**config.mk**
```make
export PLATFORM = sky130hd
export DESIGN_NAME = diag_window
export DESIGN_NICKNAME = d
export VERILOG_FILES = /design/src/rtl/diag_win_pkg.sv /design/src/rtl/diag_win_ctrl.sv /design/src/rtl/diag_win_dp.sv /design/src/rtl/diag_window.sv
export SDC_FILE = /design/constraint.sdc
export NUM_CORES = 1
export LEC_CHECK = 0
export CAP_MARGIN = 0
export CORE_AREA = 2 2 83 85
export CTS_CLUSTER_SIZE = 20
export DETAILED_ROUTE_END_ITERATION = 10
export DIE_AREA = 0 0 85 87
export HOLD_SLACK_MARGIN = 0.05
export PLACE_DENSITY = 0.91
export SLEW_MARGIN = 15
export SYNTH_ARGS = -nofsm -noshare
export SYNTH_HDL_FRONTEND = slang
export SYNTH_HIERARCHICAL = 1
export SYNTH_SLANG_ARGS = --single-unit
```
**constraint.sdc**
```tcl
create_clock -name clk -period 2.4 [get_ports clk]
set_input_delay 0.36 -clock clk [delete_from_list [all_inputs] [get_ports clk]]
set_output_delay 0.36 -clock clk [all_outputs]
set_load 0.005 [all_outputs]
```
**src/rtl/diag_win_pkg.sv**
```systemverilog
package diag_win_pkg;
  typedef enum logic [1:0] {
    REG_DATA = 2'd0,
    REG_BASE = 2'd1,
    REG_KEY  = 2'd2,
    REG_CTL  = 2'd3
  } regSel_e;

  typedef enum logic [2:0] {
    RD_ZERO,
    RD_ONES,
    RD_BASE,
    RD_CTL,
    RD_BUS
  } rdSel_e;

  typedef struct packed {
    logic   baseWe;
    logic   ctlWe;
    logic   errSet;
    rdSel_e rdSel;
  } ctlStrobes_t;

  localparam int CTL_UNLK_BIT = 0;
  localparam int CTL_EN_BIT   = 4;
  localparam int CTL_ERR_BIT  = 7;
endpackage

```
**src/rtl/diag_win_ctrl.sv**
```systemverilog
module diag_win_ctrl
  import diag_win_pkg::*;
#(
  parameter int ADDR_W = 8,
  parameter int KEY_LEN = 3,
  parameter logic [KEY_LEN*8-1:0] KEY = 24'h963CA5
) (
  input  logic              clk,
  input  logic              rstN,
  input  logic              hostValid,
  input  logic              hostWrite,
  input  logic              hostIsIo,
  input  logic              hostFunc,
  input  logic [ADDR_W-1:0] hostAddr,
  input  logic [7:0]        keyByte,
  input  logic              diagEn,
  input  logic              busValid,
  output logic              busReq,
  output logic              busWrite,
  output logic              hostReady,
  output logic              unlocked,
  output ctlStrobes_t       strobes
);
  localparam int STEP_W = $clog2(KEY_LEN + 1);

  typedef enum logic {ST_IDLE, ST_WAIT} state_e;

  state_e               state;
  logic [STEP_W-1:0]    step;
  logic                 mapped, accept, dataIo, writeOk, keyWr;
  regSel_e              regSel;
  logic [KEY_LEN*8-1:0] keyShift;
  logic [7:0]           keyWant;

  assign mapped   = (hostAddr[ADDR_W-1:4] == '0) && (hostAddr[1:0] == 2'b00);
  assign regSel   = regSel_e'(hostAddr[3:2]);
  assign unlocked = (step == STEP_W'(KEY_LEN));
  assign keyShift = KEY >> (32'(step) << 3);
  assign keyWant  = keyShift[7:0];

  always_comb begin
    accept    = (state == ST_IDLE) && hostValid;
    dataIo    = accept && mapped && (regSel == REG_DATA) && hostIsIo;
    writeOk   = unlocked && diagEn;
    keyWr     = accept && hostWrite && mapped && (regSel == REG_KEY);
    busReq    = dataIo && (!hostWrite || writeOk);
    busWrite  = busReq && hostWrite;
    hostReady = (accept && !busReq) || ((state == ST_WAIT) && busValid);

    strobes.baseWe = accept && hostWrite && mapped && (regSel == REG_BASE) && !hostFunc;
    strobes.ctlWe  = accept && hostWrite && mapped && (regSel == REG_CTL);
    strobes.errSet = dataIo && hostWrite && !writeOk;

    if (state == ST_WAIT)  strobes.rdSel = RD_BUS;
    else if (!mapped)      strobes.rdSel = RD_ZERO;
    else begin
      unique case (regSel)
        REG_DATA: strobes.rdSel = hostIsIo ? RD_ZERO : RD_ONES;
        REG_BASE: strobes.rdSel = RD_BASE;
        REG_CTL:  strobes.rdSel = RD_CTL;
        default:  strobes.rdSel = RD_ZERO;
      endcase
    end
  end

  always_ff @(posedge clk) begin
    if (!rstN) begin
      state <= ST_IDLE;
    end else begin
      unique case (state)
        ST_IDLE: if (busReq)   state <= ST_WAIT;
        ST_WAIT: if (busValid) state <= ST_IDLE;
        default:               state <= ST_IDLE;
      endcase
    end
  end

  always_ff @(posedge clk) begin
    if (!rstN) begin
      step <= '0;
    end else if (keyWr) begin
      if (unlocked)                 step <= (keyByte == KEY[7:0]) ? STEP_W'(1) : '0;
      else if (keyByte == keyWant)  step <= step + 1'b1;
      else                          step <= '0;
    end
  end

  AST_ONE_REQ: assert property (@(posedge clk) disable iff (!rstN)
    busReq |=> !busReq);
  AST_WAIT_READY: assert property (@(posedge clk) disable iff (!rstN)
    (state == ST_WAIT && !busValid) |-> !hostReady);
  AST_MEM_NO_BUS: assert property (@(posedge clk) disable iff (!rstN)
    (hostValid && !hostIsIo) |-> !busReq);
  AST_RELOCK: assert property (@(posedge clk) disable iff (!rstN)
    (keyWr && unlocked) |=> !unlocked);
endmodule

```
**src/rtl/diag_win_dp.sv**
```systemverilog
module diag_win_dp
  import diag_win_pkg::*;
#(
  parameter int WIN_BITS = 20
) (
  input  logic        clk,
  input  logic        rstN,
  input  ctlStrobes_t strobes,
  input  logic        unlocked,
  input  logic [31:0] hostWdata,
  input  logic [31:0] busRdata,
  output logic [31:0] hostRdata,
  output logic [31:0] busAddr,
  output logic [31:0] busWdata,
  output logic        diagEn
);
  localparam logic [31:0] BASE_MASK = ~((32'h1 << WIN_BITS) - 32'h1);

  logic [31:0] baseReg;
  logic        errReg, errClr;
  logic [31:0] ctlView;

  assign errClr   = strobes.ctlWe && hostWdata[CTL_ERR_BIT];
  assign busAddr  = baseReg;
  assign busWdata = hostWdata;

  always_ff @(posedge clk) begin
    if (!rstN) begin
      baseReg <= '0;
      diagEn  <= 1'b0;
      errReg  <= 1'b0;
    end else begin
      if (strobes.baseWe) baseReg <= hostWdata & BASE_MASK;
      if (strobes.ctlWe)  diagEn  <= hostWdata[CTL_EN_BIT];
      if (strobes.errSet) errReg  <= 1'b1;
      else if (errClr)    errReg  <= 1'b0;
    end
  end

  always_comb begin
    ctlView               = '0;
    ctlView[CTL_UNLK_BIT] = unlocked;
    ctlView[CTL_EN_BIT]   = diagEn;
    ctlView[CTL_ERR_BIT]  = errReg;
    unique case (strobes.rdSel)
      RD_ONES: hostRdata = 32'hFFFF_FFFF;
      RD_BASE: hostRdata = baseReg;
      RD_CTL:  hostRdata = ctlView;
      RD_BUS:  hostRdata = busRdata;
      default: hostRdata = '0;
    endcase
  end

  AST_ERR_STICKY: assert property (@(posedge clk) disable iff (!rstN)
    (errReg && !errClr) |=> errReg);
  AST_ERR_SETS: assert property (@(posedge clk) disable iff (!rstN)
    strobes.errSet |=> errReg);
endmodule

```
**src/rtl/diag_window.sv**
```systemverilog
module diag_window
  import diag_win_pkg::*;
#(
  parameter int ADDR_W = 8,
  parameter int WIN_BITS = 20,
  parameter int KEY_LEN = 3,
  parameter logic [KEY_LEN*8-1:0] KEY = 24'h963CA5
) (
  input  logic              clk,
  input  logic              rstN,
  input  logic              hostValid,
  input  logic              hostWrite,
  input  logic              hostIsIo,
  input  logic              hostFunc,
  input  logic [ADDR_W-1:0] hostAddr,
  input  logic [31:0]       hostWdata,
  output logic              hostReady,
  output logic [31:0]       hostRdata,
  output logic              busReq,
  output logic              busWrite,
  output logic [31:0]       busAddr,
  output logic [31:0]       busWdata,
  input  logic              busValid,
  input  logic [31:0]       busRdata
);
  ctlStrobes_t strobes;
  logic        unlocked, diagEn;

  diag_win_ctrl #(.ADDR_W(ADDR_W), .KEY_LEN(KEY_LEN), .KEY(KEY)) u_ctrl (
    .clk(clk), .rstN(rstN), .hostValid(hostValid), .hostWrite(hostWrite),
    .hostIsIo(hostIsIo), .hostFunc(hostFunc), .hostAddr(hostAddr),
    .keyByte(hostWdata[7:0]), .diagEn(diagEn), .busValid(busValid),
    .busReq(busReq), .busWrite(busWrite), .hostReady(hostReady),
    .unlocked(unlocked), .strobes(strobes)
  );

  diag_win_dp #(.WIN_BITS(WIN_BITS)) u_dp (
    .clk(clk), .rstN(rstN), .strobes(strobes), .unlocked(unlocked),
    .hostWdata(hostWdata), .busRdata(busRdata), .hostRdata(hostRdata),
    .busAddr(busAddr), .busWdata(busWdata), .diagEn(diagEn)
  );

  AST_F1_BASE_HOLD: assert property (@(posedge clk) disable iff (!rstN)
    (hostValid && hostWrite && hostFunc) |=> $stable(busAddr));
endmodule

```
==> results.py <==
metrics = {
    "status": {
        "status": "completed",
    },
    "yosys": {
        "yosys_warnings": 6,
        "synth_area_leader_cell": "buf_4",
        "ys_seq_area_share_pct": 17.0,
        "syn_area_um2": 2000,
        "synth.avg_cell_area_um2": 8.52,
        "synth_top_area_share_pct": 21.0,
        "ys_ff_latch": 17,
        "synth_cell_types": 44,
        "syn-instance-count": 235,
        "synth.area.top_cells": "buf_4, dfxtp_1, mux2i_1, nand3b_1, a311o_1",
    },
    "die": {
        "fp.dieW_um": 85,
        "rows": 30,
        "dieArea_um2": 7400,
        "die_h_um": 87,
        "fp.coreArea_um2": 6570,
        "io-pin-count": 178,
        "initial_utilization_pct": 30.5,
    },
    "cells_and_area": {
        "fillers": 607,
        "antenna_cells": 0,
        "layout-drive-gt1-share_pct": 31.5,
        "seq_area_um2": 342,
        "areaGrowthSynthToFinish_pct": 76.7,
        "final_nets": 456,
        "multi_input_area_um2": 1360,
        "fin_area_um2": 3540,
    },
    "sta": {
        "finalCriticalPeriod_ns": 2.36,
        "slew_headroom_pct": 64.9,
        "fin_crit_sh_pct": 98.4,
        "finalSetupTns_ns": 0,
        "hold_viol_final": 0,
        "rsz0062_at_grt": "yes",
        "worst_slew_pin_slew_ns": 0.527,
        "fin_skew_ns": 0.00639,
        "max_freq_ghz": 0.423,
        "setup_violations": 0,
        "drv_slew": 0,
        "holdWs_ns": 0.547,
    },
    "setup_path": {
        "path_max_fanout": 4,
        "cp-start-kind": "primary input",
        "required_ns": 2.04,
        "crit_type": "primary input to primary output",
        "cp-end-kind": "primary output",
        "critPathArrivalTime_ns": 2.00,
        "slowest_delay_ns": 0.35,
        "slowest_stage": "nor4_4",
        "cp.buffers_inverters": 5,
        "cp_top_family": "buffers and inverters",
        "critPathMostFrequentCell": "buf_6",
        "path_cells": "buf_6, nor4_4, buf_4, nand2_4, nor2_4, buf_12, buf_6, nor2b_2, a32o_1, dlygate4sd2_1",
    },
    "power_and_ir_drop": {
        "peakVddDrop_mv": 0.177,
        "total_power_w": 0.000723,
        "leakage_nw": 1.41,
        "powerDensity_nw_per_um2": 204,
    },
    "global_routing": {
        "grt_use_total_pct": 17.2,
        "grt_pass1_vias": 2241,
        "grt_max_degree": 51,
        "grt.overflow.total": 0,
        "antenna_found_initial": 0,
        "grt_first_pass_wirelength_um": 10400,
    },
    "clock_network": {
        "clkTransAtPathRegs_ns": 0.06,
        "cts_made_buffers": 3,
        "htreeDepth": 1,
        "cts_tree": "built",
        "cts.sinks": 17,
        "cts_hold_buf": 0,
        "root_buffer": "clkbuf_8",
        "max-clock-path-buffers": 2,
        "clkLatencyLatePin_ns": 0.25,
    },
    "drt": {
        "post_drt_wl_per_cell_um": 15.3,
        "drc": 0,
        "wirelength_um": 6920,
        "dr.pass1.iters": 4,
        "num_vias": 2177,
        "final_antenna_net_count": 0,
        "drtIter0Drc": 88,
        "viasPerCell": 4.82,
    },
    "placement": {
        "gp_congestion": 0.902,
        "hpwl_um": 4930,
        "placed_cell_area_um2": 3210,
        "io_buffer_count": 133,
    },
    "hold_path": {
        "hold_class": "flip-flop to flip-flop",
    },
    "run": {
        "drv_cap": 0,
    },
}
where the power goes:
part | switching (W) | internal [W] | total (W)
logic | 0.0000752 | 0.000154 | 0.000229
registers | 0.0000000924 | 0.000282 | 0.000282
clock network | 0.0000949 | 0.000118 | 0.000212
total | 0.000170 | 0.000553 | 0.000723
worst min-delay path: cells and delay by family, from the launching register on:
| kind | cells | cell delay (ns) |
|---|---|---|
| compound gates | 1 | 0.06 |
| flops | 1 | 0.36 |
| simple gates | 1 | 0.08 |
layout by cell type, fill, tap and decap left out, drive strengths merged:
master / instances
clkdlybuf4s50: 89
buf: 66
conb: 20
a21oi: 19
clkbuf: 18
nand3b: 17
dfxtp: 17
nor2b: 15
mux2i: 13
a311o: 12
nor4bb: 12
dlygate4sd2: 8
clkdlybuf4s15: 7
nand2: 6
nand3: 6
xor2: 5
nand2b: 5
nor2: 5
ha: 4
a32o: 3
inv: 3
nor4: 3
nor3: 3
o21a: 2
and3: 2
and2: 1
o21ai: 1
and4b: 1
xnor2: 1
nand4b: 1
a31oi: 1
and3b: 1
o31ai: 1
o21bai: 1
nor3b: 1
and4bb: 1
a21boi: 1
through the flow:
stage / instances / worst slack, ns / utilization, %
2_1_floorplan: 254 / 0.389 / -
3_3_place_gp: 420 / -0.540 / 48.9
3_5_place_dp: 420 / -0.592 / 48.9
4_1_cts: 450 / -0.0476 / 54.0
5_1_grt: 452 / -0.0224 / 53.9
6_report: 452 / 0.0379 / 53.9
sequential cells by signal, indices dropped and copies added (netlist names):
signal        cells
u_dp/errReg       1
u_dp/busAddr     12
u_ctrl/state      1
u_dp/diagEn       1
u_ctrl/step       2
cell families after synthesis:
group | count (synthesis) | share of synthesized area, %
flops | 17 | 17.0
other cells | 1 | 0.187
fa+ha+maj | 4 | 2.50
mux | 13 | 6.50
compound gates | 41 | 16.6
buf+inv | 73 | 25.5
xor+xnor | 6 | 2.62
simple gates | 80 | 29.2
routing by layer:
layer | part of all wire, % | global-route usage (%)
met3 | 7.5 | 3.32
met2 | 52 | 32.5
met1 | 38 | 19.2
met4 | 1.8 | 5.63
met5 | 0 | 0
area by class of cell:
class / count / area share [%]
repair buffers: 184 / 47.4
multi-input cells: 164 / 38.3
flip-flops and latches: 17 / 9.65
well taps: 80 / 2.83
clock buffers: 4 / 1.27
inverters: 3 / 0.530
path summary, 6_finish.rpt:
| path | startpoint | to | slack [ns] | cells after the start |
|---|---|---|---|---|
| min reg2reg | u_ctrl/step[0]$_SDFFE_PN0P_ | u_ctrl/step[0]$_SDFFE_PN0P_ | 0.55 | 2 |
| min | u_ctrl/step[0]$_SDFFE_PN0P_ | u_ctrl/step[0]$_SDFFE_PN0P_ | 0.55 | 2 |
| max reg2reg | u_ctrl/state$_SDFF_PN0_ | u_dp/busAddr[22]$_SDFFE_PN0P_ | 0.22 | 12 |
| max | hostAddr[6] | hostRdata[0] | 0.04 | 10 |
cell usage after synthesis, drive strengths merged:
master	n
and2	1
clkbuf	2
mux2i	13
a21boi	1
dfxtp	17
nor3b	1
nand3	6
nand3b	17
a21oi	19
a311o	12
xnor2	1
a32o	3
inv	3
o21ai	1
and3	2
o31ai	1
a31oi	1
ha	4
xor2	5
nand2	6
nand4b	1
and4bb	1
nor4	3
and4b	1
nor3	3
o21bai	1
conb	1
nor2	5
buf	68
nor2b	15
and3b	1
nor4bb	12
o21a	2
nand2b	5
timing repair:
action	4_1_cts	5_1_grt
cloned	3	1
pin swaps	16	13
gates resized for setup	130	55
setup endpoints to repair	35	46
setup buffers	24	6
(Power assumes the default switching activity.)
